<file path="config.mk">
export PLATFORM = sky130hd
export DESIGN_NAME = xmem_bridge
export DESIGN_NICKNAME = d
export VERILOG_FILES = /design/src/rtl/xmem_pkg.sv /design/src/rtl/xmem_decode.sv /design/src/rtl/xmem_seq.sv /design/src/rtl/xmem_pad_mux.sv /design/src/rtl/xmem_bridge.sv
export SDC_FILE = /design/constraint.sdc
export NUM_CORES = 1
export LEC_CHECK = 0
export ABC_CLOCK_PERIOD_IN_PS = 2700
export BUFFER_PORTS_ARGS = -buffer_cell sky130_fd_sc_hd__buf_2
export CELL_PAD_IN_SITES_DETAIL_PLACEMENT = 1
export CELL_PAD_IN_SITES_GLOBAL_PLACEMENT = 1
export CORE_ASPECT_RATIO = 1.25
export CORE_MARGIN = 5
export CORE_UTILIZATION = 33
export DETAILED_ROUTE_END_ITERATION = 10
export HOLD_SLACK_MARGIN = 0.15
export PLACE_DENSITY = 0.91
export SYNTH_ARGS = -nofsm -noshare
export SYNTH_HDL_FRONTEND = slang
export SYNTH_SLANG_ARGS = --single-unit
</file>
<file path="constraint.sdc">
create_clock -name clk_i -period 2.7 [get_ports clk_i]
set_clock_uncertainty 0.1 [all_clocks]
set_input_delay 0.405 -clock clk_i [delete_from_list [all_inputs] [get_ports clk_i]]
set_output_delay 0.405 -clock clk_i [all_outputs]
set_load 0.01 [all_outputs]
</file>
<file path="src/rtl/xmem_pkg.sv">
package xmem_pkg;
  typedef enum logic [2:0] {
    PH_IDLE  = 3'd0,
    PH_ADDR  = 3'd1,
    PH_LATCH = 3'd2,
    PH_STRB  = 3'd3,
    PH_DONE  = 3'd4
  } xmem_phase_e;
endpackage

</file>
<file path="src/rtl/xmem_decode.sv">
module xmem_decode #(
  parameter int unsigned ADDR_W   = 16,
  parameter int unsigned BOUNDARY = 16'h025F
) (
  input  logic              ext_en_i,
  input  logic [ADDR_W-1:0] addr_i,
  output logic              is_ext_o
);
  localparam logic [ADDR_W-1:0] BOUND_C = ADDR_W'(BOUNDARY);

  // strictly above the boundary, and only while the bus is on
  assign is_ext_o = ext_en_i && (addr_i > BOUND_C);
endmodule

</file>
<file path="src/rtl/xmem_seq.sv">
module xmem_seq
  import xmem_pkg::*;
#(
  parameter int unsigned ADDR_W        = 16,
  parameter int unsigned DATA_W        = 8,
  parameter int unsigned STROBE_CYCLES = 2
) (
  input  logic                     clk_i,
  input  logic                     rst_ni,
  input  logic                     start_i,
  input  logic                     start_wr_i,
  input  logic [ADDR_W-1:0]        start_addr_i,
  input  logic [DATA_W-1:0]        start_wdata_i,
  input  logic [DATA_W-1:0]        bus_in_i,
  output logic                     idle_o,
  output logic                     done_o,
  output logic [DATA_W-1:0]        rdata_o,
  output logic                     ale_o,
  output logic                     rd_no,
  output logic                     wr_no,
  output logic [DATA_W-1:0]        ad_out_o,
  output logic                     ad_oe_o,
  output logic [ADDR_W-DATA_W-1:0] ah_out_o
);
  localparam int unsigned HI_W  = ADDR_W - DATA_W;
  localparam int unsigned CNT_W = (STROBE_CYCLES > 1) ? $clog2(STROBE_CYCLES) : 1;
  localparam logic [CNT_W-1:0] CNT_LAST = CNT_W'(STROBE_CYCLES - 1);

  xmem_phase_e      phase_q, phase_d;
  logic [CNT_W-1:0] cnt_q;
  logic [ADDR_W-1:0] addr_q;
  logic [DATA_W-1:0] wdata_q, rdata_q;
  logic              wr_q;
  logic              last_strb;

  assign last_strb = (phase_q == PH_STRB) && (cnt_q == CNT_LAST);

  always_comb begin
    phase_d = phase_q;
    unique case (phase_q)
      PH_IDLE:  if (start_i) phase_d = PH_ADDR;
      PH_ADDR:  phase_d = PH_LATCH;
      PH_LATCH: phase_d = PH_STRB;
      PH_STRB:  if (last_strb) phase_d = PH_DONE;
      PH_DONE:  phase_d = PH_IDLE;
      default:  phase_d = PH_IDLE;
    endcase
  end

  always_ff @(posedge clk_i or negedge rst_ni) begin
    if (!rst_ni) begin
      phase_q <= PH_IDLE;
      cnt_q   <= '0;
      addr_q  <= '0;
      wdata_q <= '0;
      wr_q    <= 1'b0;
      rdata_q <= '0;
    end else begin
      phase_q <= phase_d;
      if (phase_q == PH_IDLE && start_i) begin
        addr_q  <= start_addr_i;
        wdata_q <= start_wdata_i;
        wr_q    <= start_wr_i;
      end
      if (phase_q == PH_STRB && !last_strb) cnt_q <= cnt_q + 1'b1;
      else cnt_q <= '0;
      // sample the pins while the read strobe is still low
      if (last_strb && !wr_q) rdata_q <= bus_in_i;
    end
  end

  assign idle_o   = (phase_q == PH_IDLE);
  assign done_o   = (phase_q == PH_DONE);
  assign rdata_o  = rdata_q;
  assign ale_o    = (phase_q == PH_ADDR);
  assign rd_no    = !((phase_q == PH_STRB) && !wr_q);
  assign wr_no    = !((phase_q == PH_STRB) && wr_q);
  assign ah_out_o = addr_q[ADDR_W-1 -: HI_W];

  always_comb begin
    ad_out_o = '0;
    ad_oe_o  = 1'b0;
    unique case (phase_q)
      PH_ADDR, PH_LATCH: begin
        ad_out_o = addr_q[DATA_W-1:0];
        ad_oe_o  = 1'b1;
      end
      PH_STRB: if (wr_q) begin
        ad_out_o = wdata_q;
        ad_oe_o  = 1'b1;
      end
      default: ;
    endcase
  end
endmodule

</file>
<file path="src/rtl/xmem_pad_mux.sv">
module xmem_pad_mux #(
  parameter int unsigned W = 8
) (
  input  logic         own_i,
  input  logic [W-1:0] bus_out_i,
  input  logic [W-1:0] bus_oe_i,
  input  logic [W-1:0] gp_out_i,
  input  logic [W-1:0] gp_dir_i,
  output logic [W-1:0] pad_out_o,
  output logic [W-1:0] pad_oe_o
);
  for (genvar b = 0; b < W; b++) begin : g_bit
    assign pad_out_o[b] = own_i ? bus_out_i[b] : gp_out_i[b];
    assign pad_oe_o[b]  = own_i ? bus_oe_i[b]  : gp_dir_i[b];
  end
endmodule

</file>
<file path="src/rtl/xmem_bridge.sv">
module xmem_bridge
  import xmem_pkg::*;
#(
  parameter int unsigned ADDR_W        = 16,
  parameter int unsigned DATA_W        = 8,
  parameter int unsigned BOUNDARY      = 16'h025F,
  parameter int unsigned STROBE_CYCLES = 2
) (
  input  logic                     clk_i,
  input  logic                     rst_ni,
  input  logic                     ext_en_i,
  input  logic                     req_rd_i,
  input  logic                     req_wr_i,
  input  logic [ADDR_W-1:0]        req_addr_i,
  input  logic [DATA_W-1:0]        req_wdata_i,
  output logic [DATA_W-1:0]        req_rdata_o,
  output logic                     req_ready_o,
  output logic                     int_rd_o,
  output logic                     int_wr_o,
  input  logic [DATA_W-1:0]        int_rdata_i,
  input  logic [DATA_W-1:0]        gp_ad_out_i,
  input  logic [DATA_W-1:0]        gp_ad_dir_i,
  input  logic [ADDR_W-DATA_W-1:0] gp_ah_out_i,
  input  logic [ADDR_W-DATA_W-1:0] gp_ah_dir_i,
  output logic [DATA_W-1:0]        ad_o,
  output logic [DATA_W-1:0]        ad_oe_o,
  input  logic [DATA_W-1:0]        ad_i,
  output logic [ADDR_W-DATA_W-1:0] ah_o,
  output logic [ADDR_W-DATA_W-1:0] ah_oe_o,
  output logic                     ale_o,
  output logic                     rd_no,
  output logic                     wr_no
);
  localparam int unsigned HI_W = ADDR_W - DATA_W;

  logic              is_ext, any_req, start;
  logic              seq_idle, seq_done, bus_oe;
  logic [DATA_W-1:0] seq_rdata, bus_ad;
  logic [HI_W-1:0]   bus_ah;

  assign any_req = req_rd_i || req_wr_i;

  xmem_decode #(.ADDR_W(ADDR_W), .BOUNDARY(BOUNDARY)) u_decode (
    .ext_en_i (ext_en_i),
    .addr_i   (req_addr_i),
    .is_ext_o (is_ext)
  );

  assign start = seq_idle && any_req && is_ext;

  xmem_seq #(
    .ADDR_W(ADDR_W), .DATA_W(DATA_W), .STROBE_CYCLES(STROBE_CYCLES)
  ) u_seq (
    .clk_i         (clk_i),
    .rst_ni        (rst_ni),
    .start_i       (start),
    .start_wr_i    (req_wr_i),
    .start_addr_i  (req_addr_i),
    .start_wdata_i (req_wdata_i),
    .bus_in_i      (ad_i),
    .idle_o        (seq_idle),
    .done_o        (seq_done),
    .rdata_o       (seq_rdata),
    .ale_o         (ale_o),
    .rd_no         (rd_no),
    .wr_no         (wr_no),
    .ad_out_o      (bus_ad),
    .ad_oe_o       (bus_oe),
    .ah_out_o      (bus_ah)
  );

  xmem_pad_mux #(.W(DATA_W)) u_pad_ad (
    .own_i     (ext_en_i),
    .bus_out_i (bus_ad),
    .bus_oe_i  ({DATA_W{bus_oe}}),
    .gp_out_i  (gp_ad_out_i),
    .gp_dir_i  (gp_ad_dir_i),
    .pad_out_o (ad_o),
    .pad_oe_o  (ad_oe_o)
  );

  xmem_pad_mux #(.W(HI_W)) u_pad_ah (
    .own_i     (ext_en_i),
    .bus_out_i (bus_ah),
    .bus_oe_i  ({HI_W{1'b1}}),
    .gp_out_i  (gp_ah_out_i),
    .gp_dir_i  (gp_ah_dir_i),
    .pad_out_o (ah_o),
    .pad_oe_o  (ah_oe_o)
  );

  logic int_hit;
  assign int_hit     = seq_idle && any_req && !is_ext;
  assign int_rd_o    = int_hit && req_rd_i;
  assign int_wr_o    = int_hit && req_wr_i;
  assign req_ready_o = int_hit || seq_done;
  assign req_rdata_o = seq_done ? seq_rdata : int_rdata_i;
endmodule

</file>
# Word level (Yosys, flattened, before mapping)

Cells that the tools add are included.

Register bits: 37
Bits of input ports: 77
Output and inout bits: 46
Logic and storage cells: 77

$add $sub $neg: 1
Order comparisons: 1
Eq/ne operators: 6
Mux-type cells: 41
Reduce and logical (&&, ||, !) cells: 22

Operator list:

| kind                                                             | number |
|---|---|
| two-way mux 1 bit                                                | 34 |
| greater-than comparator 16 x 10 -> 1 bit (second input constant) | 1 |
| two-way mux 8 bit                                                | 2 |
| case mux 8 bit (2 select lines)                                  | 1 |
| logical AND 1 bit                                                | 12 |
| case mux 3 bit (4 select lines)                                  | 1 |
| == test 3 x 2 -> 1 bit (second input constant)                   | 2 |
| two-way mux 3 bit                                                | 2 |
| zero test 1 bit                                                  | 5 |
| inequality test 2 x 1 -> 1 bit (second input constant)           | 2 |
| == test 3 x 1 -> 1 bit (second input constant)                   | 1 |
| == test 3 bit (second input constant)                            | 1 |
| zero test 3 bit                                                  | 1 |
| logical OR 1 bit                                                 | 2 |
| case mux 1 bit (2 select lines)                                  | 1 |
| AND reduction 2 bit                                              | 1 |
| OR reduction 2 bit                                               | 1 |
| adder 1 bit (second input constant)                              | 1 |

# Depth between registers and ports, before layout

Gate-level depths: netlist of the first run.

Word-level depth: 5
Depth in mapped cells: 6
Depth with buffers taken out: 4

# Modules after synthesis

Synthesis of the first run repeated with hierarchy kept, for this count alone.

Cell total of the unflattened synthesis: 170
Area, all modules: 2426.1 µm²

By module, submodules not included:

| module       | cells an instance | sequential area each (µm²) | instances | area an instance (µm²) |
|---|---|---|---|---|
| xmem_seq     | 111               | 925.9                      | 1         | 1715.4 |
| xmem_pad_mux | 18                | 0.0                        | 2         | 249.0 |
| xmem_bridge  | 19                | 0.0                        | 1         | 175.2 |
| xmem_decode  | 4                 | 0.0                        | 1         | 37.5 |

# Least setup slack after synthesis of the first run

No wires, ideal clock.

Path kind: input port to output port
From: in req_addr_i[14]
To: out int_rd_o
Slack: 0.407 ns
Data required time: 2.195 ns
Data arrival time: 1.788 ns
Path buffers: 0
Stages: 4
Cells stage by stage: or4_1 -> a2111o_1 -> a211oi_1 -> and2_1

Word-level cells in the longest chain between the ends: 5

RTL lines:

| element                                  | line              | RTL |
|---|---|---|
| from (decl)                              | xmem_bridge.sv:14 | `input logic [ADDR_W-1:0] req_addr_i,` |
| greater-than comparator 16 x 10 -> 1 bit | xmem_decode.sv:12 | `assign is_ext_o = ext_en_i && (addr_i > BOUND_C);` |
| logical AND 1 bit                        | xmem_decode.sv:12 |  |
| zero test 1 bit                          | xmem_bridge.sv:93 | `assign int_hit = seq_idle && any_req && !is_ext;` |
| logical AND 1 bit                        | xmem_bridge.sv:93 |  |
| logical AND 1 bit                        | xmem_bridge.sv:94 | `assign int_rd_o = int_hit && req_rd_i;` |
| to (decl)                                | xmem_bridge.sv:18 | `output logic int_rd_o,` |

No other way between the ends.

# Worst setup path after layout of the first run

Ends and elaborated chain as after synthesis.

==> results of run 1 <==
-- state kept, by name (all words and copies together) (netlist names) --
register and count:
u_seq.cnt_q 1, u_seq.addr_q 16, u_seq.wr_q 1, u_seq.wdata_q 8, u_seq.rdata_o 8, u_seq.phase_q 3
-- final cells by class --
class	count	share of cell area
clock buffer	6	0.0273
clock inverter	2	0.0124
inverter	17	0.0211
multi-input combinational	124	0.373
sequential	37	0.306
tap	87	0.0360
timing repair buffer	129	0.224
-- worst paths after layout --
| kind | from | to | slack (ns) | cells after the start |
|---|---|---|---|---|
| max | req_addr_i[14] | int_rd_o | 0.17 | 6 |
| min | req_wdata_i[1] | u_seq.wdata_q[1]$_DFFE_PN0P_ | 0.25 | 2 |
| max reg2reg | u_seq.phase_q[0]$_DFFE_PN0P_ | u_seq.addr_q[1]$_DFFE_PN0P_ | 0.33 | 5 |
| min reg2reg | u_seq.cnt_q$_DFF_PN0_ | u_seq.cnt_q$_DFF_PN0_ | 0.38 | 1 |
| max in group asynchronous | rst_ni | u_seq.rdata_o[0]$_DFFE_PN0P_ | 1.32 | 2 |
| min in group asynchronous | rst_ni | u_seq.addr_q[5]$_DFFE_PN0P_ | 0.65 | 2 |
-- per-stage QoR --
| step | worst slack, ns | util |
|---|---|---|
| final | 0.175 | 0.464 |
| after floorplan | 0.407 | - |
| after global placement | 0.105 | 0.442 |
| after detailed placement | 0.0736 | 0.442 |
| after global routing | 0.0406 | 0.464 |
| after CTS | 0.0618 | 0.462 |
-- cell usage after synthesis (2+ instances only) --
| library cell | number |
|---|---|
| nor2b_1 | 3 |
| inv_1 | 16 |
| a22oi_1 | 8 |
| mux2_4 | 19 |
| nand2_1 | 2 |
| buf_6 | 3 |
| nand3_1 | 8 |
| nand2b_1 | 2 |
| o21ai_0 | 16 |
| clkbuf_1 | 8 |
| mux2_2 | 30 |
| dfrtp_1 | 37 |
| o2bb2ai_1 | 8 |
| or2_2 | 8 |
| and2_1 | 4 |
-- layer usage --
metal  up-vias  track usage  routed length, µm
li1        920            -                  -
met1       949        0.170               2520
met5         -            0                  0
met3         7       0.0334                292
met2        60        0.310               3710
met4         0       0.0453                 89
-- critical path: stages --
cell and delay [ns]:
buf_2 0.10, or4_1 0.51, a2111o_1 0.43, a211oi_2 0.28, and2_1 0.16, buf_2 0.12
-- cell usage in the layout, fill, tap and decap left out, drive strengths merged --
master	netlist	routed
and2	4	4
or3	1	1
clkbuf	9	6
and3	1	1
nand2b	2	2
dlygate4sd3	0	1
and3b	1	1
or4	1	1
nor3	1	1
mux2	49	49
nor4b	1	1
o21ai	17	17
nand2	2	2
dfrtp	37	37
o31a	1	1
o21bai	1	1
nor3b	1	1
clkinvlp	0	1
nor2b	3	3
inv	17	17
nor2	1	1
bufinv	0	1
a211o	1	1
a2111o	1	1
a21oi	1	1
nand3	8	8
buf	5	128
a211oi	1	1
a22oi	8	8
or2	9	9
o2bb2ai	8	8
-- timing repair --
| action | in CTS | in global routing |
|---|---|---|
| buffers inserted | 0 | 0 |
| gates resized for setup | 0 | 2 |
| setup endpoints to repair | 0 | 4 |
| endpoints found under the hold margin | 37 | 0 |
| hold buffers | 1 | 0 |
-- power by group through the flow --
stage | Clock (µW) | Sequential [µW] | Combinational, µW
floorplan | 0 | 957 | 918
global placement | 0 | 1030 | 1220
detailed placement | 0 | 1050 | 1270
CTS | 518 | 1040 | 1280
global route | 538 | 1080 | 1390
finish | 502 | 1040 | 1260
-- cells by family after synthesis --
kind of cell / synth area share
flops: 0.421
buf+inv: 0.0700
mux: 0.283
compound gates: 0.122
simple gates: 0.104
==> impl_metrics.toml, run 1 <==
[power]
vdd_ir_drop_max_mv = 0.340
total_power_uw = 2800
comb_power_share = 0.451
p_sw_frac = 0.351
p_leak_uw = 0.00151
p_int_uw = 1820
clock_power_share = 0.179
p_per_area_nw_per_um2 = 926
p_sw_uw = 984
seqPwrFrac = 0.370

[floorplanning]
die_w_um = 83.0
placementRows = 33
start_util = 0.337
fp.dieArea_um2 = 8410
coreArea_um2 = 6520
die_h_um = 101
boundaryPins = 123

[clocking]
path_clk_slew_ns = 0.07
cts.htree.levels = 2
cts.sinks = 37
cts.path.max_buffers = 2
cts_tree = "done"
clkLatencyLatePin_ns = 0.28
cts_root_buf = "clkbuf_8"
cts_buffers = 5

[cells_and_area]
syn2layout_area_growth_pct = 37.5
fill_cells = 806
drive_gt1_frac = 0.629
final_cell_area_um2 = 3030
seq_area_um2 = 926
multiInputGateArea_um2 = 1130
antennaDiodeCount = 0
fin_cells = 402
nets = 391

[placed_design]
io_buffers = 122
dp_cells = 393
placed_cell_area_um2 = 2890
place_congestion = 0.764
place.detailed.hpwl_um = 5350

[flow_run]
maxCapViolations = 0

[route]
via_count = 1936
viasPerCell = 4.82
detail_route.first_pass.iterations = 4
drt_iter0_markers = 54
ant_nets = 0
wirelength_um = 6610
drc_errors = 0
post_drt_wl_per_cell_um = 16.4

[synth]
ys_ff_latch = 37
synth_nets = 269
synth_area_per_cell_um2 = 11.5
async_reset_ff_frac = 1.00
ys_warn_count = 0
synthCells = 192
synth.largest_area_cell = "dfrtp_1"
yosys_most_used_dff = "dfrtp_1"
synth_area_leaders = "dfrtp_1, mux2_2, mux2_4, o21ai_0, o2bb2ai_1"
ys_seq_area_frac = 0.421
synth_cell_type_count = 35
synth_edf_count = 0
synth_top_area_frac = 0.421
syn_area_um2 = 2200

[global_routing]
grt_max_degree = 38
grt_use_total = 0.158
grt_pass1_wl_um = 10600
antenna_found_initial = 0
grt_pass1_vias = 2109
overflow = 0

[timing]
rsz0062_at_grt = "false"
worst_pin_slew_ns = 0.991
max_freq_mhz = 396
hold_violations = 0
setup_viol = 0
hold_ws_ns = 0.245
fin_crit_sh = 0.935
fin_setup_tns_ns = 0
slew_violations = 0
layout_min_cycle_time_ns = 2.53
maxSlewHeadroom = 0.337

[hold_path]
min_path_type = "primary input to register"

[critical_path]
setup.worst_path.end_class = "primary output"
cp-start-kind = "primary input"
critPathKind = "primary input to primary output"
cp_max_fo = 3
cp_data_arrival_time_ns = 2.02
crit_required_ns = 2.19

[run_status]
status = "finished, final reports clean"
(Power assumes the default switching activity.)
==> run 2: changes to the inputs <==
--- a/config.mk
+++ b/config.mk
@@ -7,14 +7,16 @@
 export LEC_CHECK = 0
 export ABC_CLOCK_PERIOD_IN_PS = 2700
 export BUFFER_PORTS_ARGS = -buffer_cell sky130_fd_sc_hd__buf_2
+export CAP_MARGIN = 5
 export CELL_PAD_IN_SITES_DETAIL_PLACEMENT = 1
 export CELL_PAD_IN_SITES_GLOBAL_PLACEMENT = 1
 export CORE_ASPECT_RATIO = 1.25
-export CORE_MARGIN = 5
+export CORE_MARGIN = 2
 export CORE_UTILIZATION = 33
 export DETAILED_ROUTE_END_ITERATION = 10
 export HOLD_SLACK_MARGIN = 0.15
 export PLACE_DENSITY = 0.91
+export RECOVER_POWER = 25
 export SYNTH_ARGS = -nofsm -noshare
 export SYNTH_HDL_FRONTEND = slang
 export SYNTH_SLANG_ARGS = --single-unit
==> impl_metrics.toml, run 2 (synthesized netlist as in run 1, its figures left out) <==
[run_status]
status = "finished, final reports clean"

[route]
drt_iter0_markers = 52
via_count = 1939
wirelength_um = 6150
viasPerCell = 4.82
detail_route.first_pass.iterations = 5
ant_nets = 0
drc_errors = 0
post_drt_wl_per_cell_um = 15.3

[critical_path]
cp_cell_sequence = "buf_2 -> or4_1 -> a2111o_1 -> a211oi_1 -> and2_1 -> buf_2"
r2r_cells = 6
cp_slowest_stage_delay_ns = 0.51
critPathKind = "primary input to primary output"
crit_required_ns = 2.19
crit_top_cell = "buf_2"
setup.worst_path.end_class = "primary output"
cp_max_fo = 3
cp_data_arrival_time_ns = 2.10
cp-start-kind = "primary input"
cpMaxStageDelayCell = "or4_1"

[floorplanning]
start_util = 0.337
boundaryPins = 123
fp.dieArea_um2 = 7340
die_h_um = 95.3
coreArea_um2 = 6520
die_w_um = 77.0
placementRows = 33

[timing]
slew_violations = 0
hold_ws_ns = 0.239
fin_setup_tns_ns = 0
worst_pin_slew_ns = 0.912
setup_viol = 0
setup_slack_ns = 0.0989
max_freq_mhz = 384
maxSlewHeadroom = 0.392
layout_min_cycle_time_ns = 2.60
fin_crit_sh = 0.963
hold_violations = 0
rsz0062_at_grt = "false"

[global_routing]
grt_use_total = 0.172
met1_usage = 0.195
met3_usage = 0.0341
antenna_found_initial = 0
grt_max_degree = 38
grt_pass1_wl_um = 9890
overflow = 0
grt_pass1_vias = 2030
globalRouteMet2Util = 0.326
grt.busiest_layer = "met2"

[power]
vdd_ir_drop_max_mv = 0.390
p_per_area_nw_per_um2 = 919
p_leak_uw = 0.00150

[cells_and_area]
antennaDiodeCount = 0
regMostFlops = "u_seq.addr_q"
syn2layout_area_growth_pct = 36.7
final_cell_mix = "buf_2, dfrtp_1, mux2_2, mux2_4"
largest_reg_flops = 16
fin_util = 0.461
nets = 391
drive_gt1_frac = 0.629
layout_commonest_cell = "buf_2"
fill_cells = 789

[clocking]
path_clk_slew_ns = 0.08
cts.sinks = 37
cts_buffers = 5
cts_root_buf = "clkbuf_8"
clkLatencyLatePin_ns = 0.29
cts.path.max_buffers = 2
cts_tree = "done"
cts.htree.levels = 2

[flow_run]
maxCapViolations = 0

[placed_design]
dp_slack_ns = 0.0937
io_buffers = 122
place.detailed.hpwl_um = 4860
place_congestion = 0.720

[hold_path]
min_path_type = "primary input to register"
hold_path_depth = 2
## run 2: metal layers
metal  vias to the layer above  share of wire
met2                        67           0.55
li1                        918              -
met1                       949           0.39
met4                         0          0.011
met3                         5          0.043
met5                         -              0
## run 2: power by group
group	internal [µW]	total (µW)	switching, µW
Clock	276	478	202
Combinational	685	1240	559
Sequential	828	1040	211
Total	1790	2760	973
## run 2: layout make-up
cell class / count / area [µm²] / area share
inverters: 17 / 63.8 / 0.0212
flip-flops and latches: 37 / 926 / 0.308
multi-input cells: 124 / 1130 / 0.375
clock inverters: 3 / 46.3 / 0.0154
clock buffers: 5 / 68.8 / 0.0229
repair buffers: 129 / 666 / 0.221
well taps: 87 / 109 / 0.0362
## run 2: worst paths after layout
kind                                                   start                      endpoint  slack (ns)
max in group asynchronous                             rst_ni  u_seq.addr_q[15]$_DFFE_PN0P_        1.26
worst max register to register  u_seq.phase_q[0]$_DFFE_PN0P_  u_seq.rdata_o[7]$_DFFE_PN0P_        0.69
worst max-delay path                          req_addr_i[14]                      int_wr_o         0.1
worst min-delay path                                 ad_i[6]  u_seq.rdata_o[6]$_DFFE_PN0P_        0.24
min in group asynchronous                             rst_ni  u_seq.wdata_q[0]$_DFFE_PN0P_        0.68
worst min register to register         u_seq.cnt_q$_DFF_PN0_         u_seq.cnt_q$_DFF_PN0_        0.37
## run 2: stage by stage
step / total power, µW / std cells / area (µm²)
2_1_floorplan: 1870 / 192 / 2200
3_3_place_gp: 2220 / 393 / 2870
3_5_place_dp: 2290 / 393 / 2870
4_1_cts: 2800 / 402 / 3000
5_1_grt: 2990 / 402 / 3010
6_report: 2760 / 402 / 3010
## run 2: repair_timing
action	4_1_cts	5_1_grt
resized for setup	0	2
endpoints found under the setup margin	0	9
endpoints found under the hold margin	37	0
hold buffers	1	0
setup buffers	0	0
## run 2: worst max-delay path: cells and delay by family
kind	cells	cell delay, ns
buffers and inverters	2	0.23
AO/OA/AOI/OAI	2	0.78
AND/OR/NAND/NOR	2	0.68
==> run 3: changes to the inputs <==
--- a/config.mk
+++ b/config.mk
@@ -6,17 +6,18 @@
 export NUM_CORES = 1
 export LEC_CHECK = 0
 export ABC_CLOCK_PERIOD_IN_PS = 2700
-export BUFFER_PORTS_ARGS = -buffer_cell sky130_fd_sc_hd__buf_2
 export CAP_MARGIN = 5
 export CELL_PAD_IN_SITES_DETAIL_PLACEMENT = 1
 export CELL_PAD_IN_SITES_GLOBAL_PLACEMENT = 1
 export CORE_ASPECT_RATIO = 1.25
 export CORE_MARGIN = 2
-export CORE_UTILIZATION = 33
+export CORE_UTILIZATION = 46
 export DETAILED_ROUTE_END_ITERATION = 10
+export DONT_BUFFER_PORTS = 1
 export HOLD_SLACK_MARGIN = 0.15
-export PLACE_DENSITY = 0.91
+export PLACE_DENSITY_LB_ADDON = 0.1
 export RECOVER_POWER = 25
+export SETUP_SLACK_MARGIN = 0.2
 export SYNTH_ARGS = -nofsm -noshare
 export SYNTH_HDL_FRONTEND = slang
 export SYNTH_SLANG_ARGS = --single-unit
==> impl_metrics.toml, run 3 (synthesized netlist as in run 1, its figures left out) <==
[hold_path]
min_from = "req_addr_i[10]"
min_path_type = "primary input to register"
hold_path_depth = 1
hold_end = "u_seq.addr_q[10]$_DFFE_PN0P_"

[critical_path]
critPathKind = "primary input to primary output"
crit_family = "compound AO/OA/AOI/OAI gates"
cp_slowest_stage_delay_ns = 0.52
cp-start-kind = "primary input"
reg2reg_from = "u_seq.phase_q[1]$_DFFE_PN0P_"
cp_cell_sequence = "or4_1 -> a2111o_1 -> a211oi_1 -> and2_1"
cp_max_fo = 3
worst-path-buf-inv = 0
setup.worst_path.end_class = "primary output"
r2r_cells = 5
cp_data_arrival_time_ns = 1.92
crit_required_ns = 2.19
r2r_end = "u_seq.rdata_o[2]$_DFFE_PN0P_"
ff2ff_setup_slack_ns = 0.55
cpMaxStageDelayCell = "or4_1"

[floorplanning]
boundaryPins = 123
placementRows = 28
fp.dieArea_um2 = 5350
die_w_um = 65.9
die_h_um = 81.3
start_util = 0.472
coreArea_um2 = 4660

[route]
ant_nets = 0
via_count = 1493
post_drt_wl_per_cell_um = 20.4
drt_iter0_markers = 32
detail_route.first_pass.iterations = 4
drc_errors = 0
wirelength_um = 5180
viasPerCell = 5.88

[clocking]
cts.htree.levels = 2
path_clk_slew_ns = 0.08
cts_buffers = 5
cts.sinks = 37
cts_root_buf = "clkbuf_8"
clkLatencyLatePin_ns = 0.29
cts.path.max_buffers = 2
cts_tree = "done"

[timing]
maxSlewHeadroom = -0.0865
layout_min_cycle_time_ns = 2.43
rsz0062_at_grt = "false"
slew_violations = 38
worst_pin_slew_ns = 1.63
fin_setup_tns_ns = 0
fin_crit_sh = 0.899
hold_violations = 0
setup_viol = 0
max_freq_mhz = 412

[run_status]
violations = "max-capacitance violations, max-slew violations"
status = "finished with violations"

[global_routing]
grt_pass1_wl_um = 7720
grt_max_degree = 38
grt_use_total = 0.194
antenna_found_initial = 0
grt_pass1_vias = 1553
met1_usage = 0.216
grt.busiest_layer = "met2"
overflow = 0
met3_usage = 0.0429
globalRouteMet2Util = 0.366

[cells_and_area]
largest_reg_flops = 16
fill_cells = 501
final_cell_mix = "dfrtp_1, mux2_2, mux2_4, inv_1, o21ai_0"
fin_cells = 254
syn2layout_area_growth_pct = 8.02
layout_commonest_cell = "dfrtp_1"
final_cell_area_um2 = 2380
antennaDiodeCount = 0
drive_gt1_frac = 0.387
nets = 270
regMostFlops = "u_seq.addr_q"

[placed_design]
placed_cell_area_um2 = 2210
dp_cells = 242
place_congestion = 0.710
place.detailed.hpwl_um = 3940
io_buffers = 0

[power]
vdd_ir_drop_max_mv = 0.397
p_leak_uw = 0.00104
p_per_area_nw_per_um2 = 1080

[flow_run]
maxCapViolations = 1
-- run 3: cell types whose count changed in the layout (fill, tap and decap cells not counted) --
cell	before	now
and2_1	3	4
and2_0	1	0
clkbuf_2	1	0
dlymetal6s4s_1	0	1
clkbuf_1	0	1
clkinvlp_4	1	0
buf_2	121	0
clkinv_4	1	0
clkbuf_8	5	6
-- run 3: per-layer routing --
metal  wire length [µm]  vias up  share of wire
li1                   -      677              -
met1               1950      755           0.38
met2               2850       57           0.55
met3                323        4          0.062
met4                 48        0         0.0093
met5                  0        -              0
-- run 3: worst register-to-register path, cell delays in order (launching register included) --
cell     delay [ns]
dfrtp_1        0.35
buf_4          0.24
and3b_1        0.25
and2_1         0.15
nor2b_1        0.54
mux2_2         0.42
-- run 3: cell type report --
class	instances	area [µm²]	share of cell area
multi-input cells	124	1130	0.474
clock buffers	7	86.3	0.0363
inverters	17	63.8	0.0269
repair buffers	8	67.6	0.0284
flip-flops and latches	37	926	0.390
well taps	60	75.1	0.0316
clock inverters	1	30.0	0.0126
-- run 3: per-stage QoR --
stage | hold slack [ns] | setup slack [ns] | utilization | power (µW)
final | 0.160 | 0.274 | 0.510 | 2570
after global routing | 0.150 | 0.165 | 0.510 | 2760
after CTS | 0.152 | 0.215 | 0.507 | 2590
after detailed placement | 0.0105 | 0.212 | 0.475 | 2070
after global placement | 0.0102 | 0.251 | 0.475 | 2010
after floorplan | 0.00941 | 0.407 | - | 1870
-- run 3: timing repair --
action / 4_1_cts / 5_1_grt
hold endpoints to repair: 37 / 0
resized for setup: 0 / 2
hold buffers: 2 / 0
setup buffers: 0 / 2
endpoints found under the setup margin: 0 / 18
-- run 3: how the worst max path moves through the flow --
stage | startpoint | end | slack, ns | cells past startpoint
4_1_cts | u_seq.phase_q[0]$_DFFE_PN0P_ | u_seq.wdata_q[6]$_DFFE_PN0P_ | 0.22 | 5
6_report | req_addr_i[14] | int_wr_o | 0.27 | 4
2_1_floorplan | req_addr_i[14] | int_rd_o | 0.41 | 4
5_1_grt | rst_ni | u_seq.phase_q[1]$_DFFE_PN0P_ | 0.17 | 2
3_3_place_gp | u_seq.phase_q[0]$_DFFE_PN0P_ | u_seq.wdata_q[1]$_DFFE_PN0P_ | 0.25 | 5
3_5_place_dp | u_seq.phase_q[0]$_DFFE_PN0P_ | u_seq.wr_q$_DFFE_PN0P_ | 0.21 | 5
-- run 3: report_power, final --
group / internal [µW] / switching [µW] / leakage, µW
clock: 301 / 190 / 0.0000585
sequential: 828 / 201 / 0.000448
combinational: 547 / 506 / 0.000531
total: 1680 / 897 / 0.00104
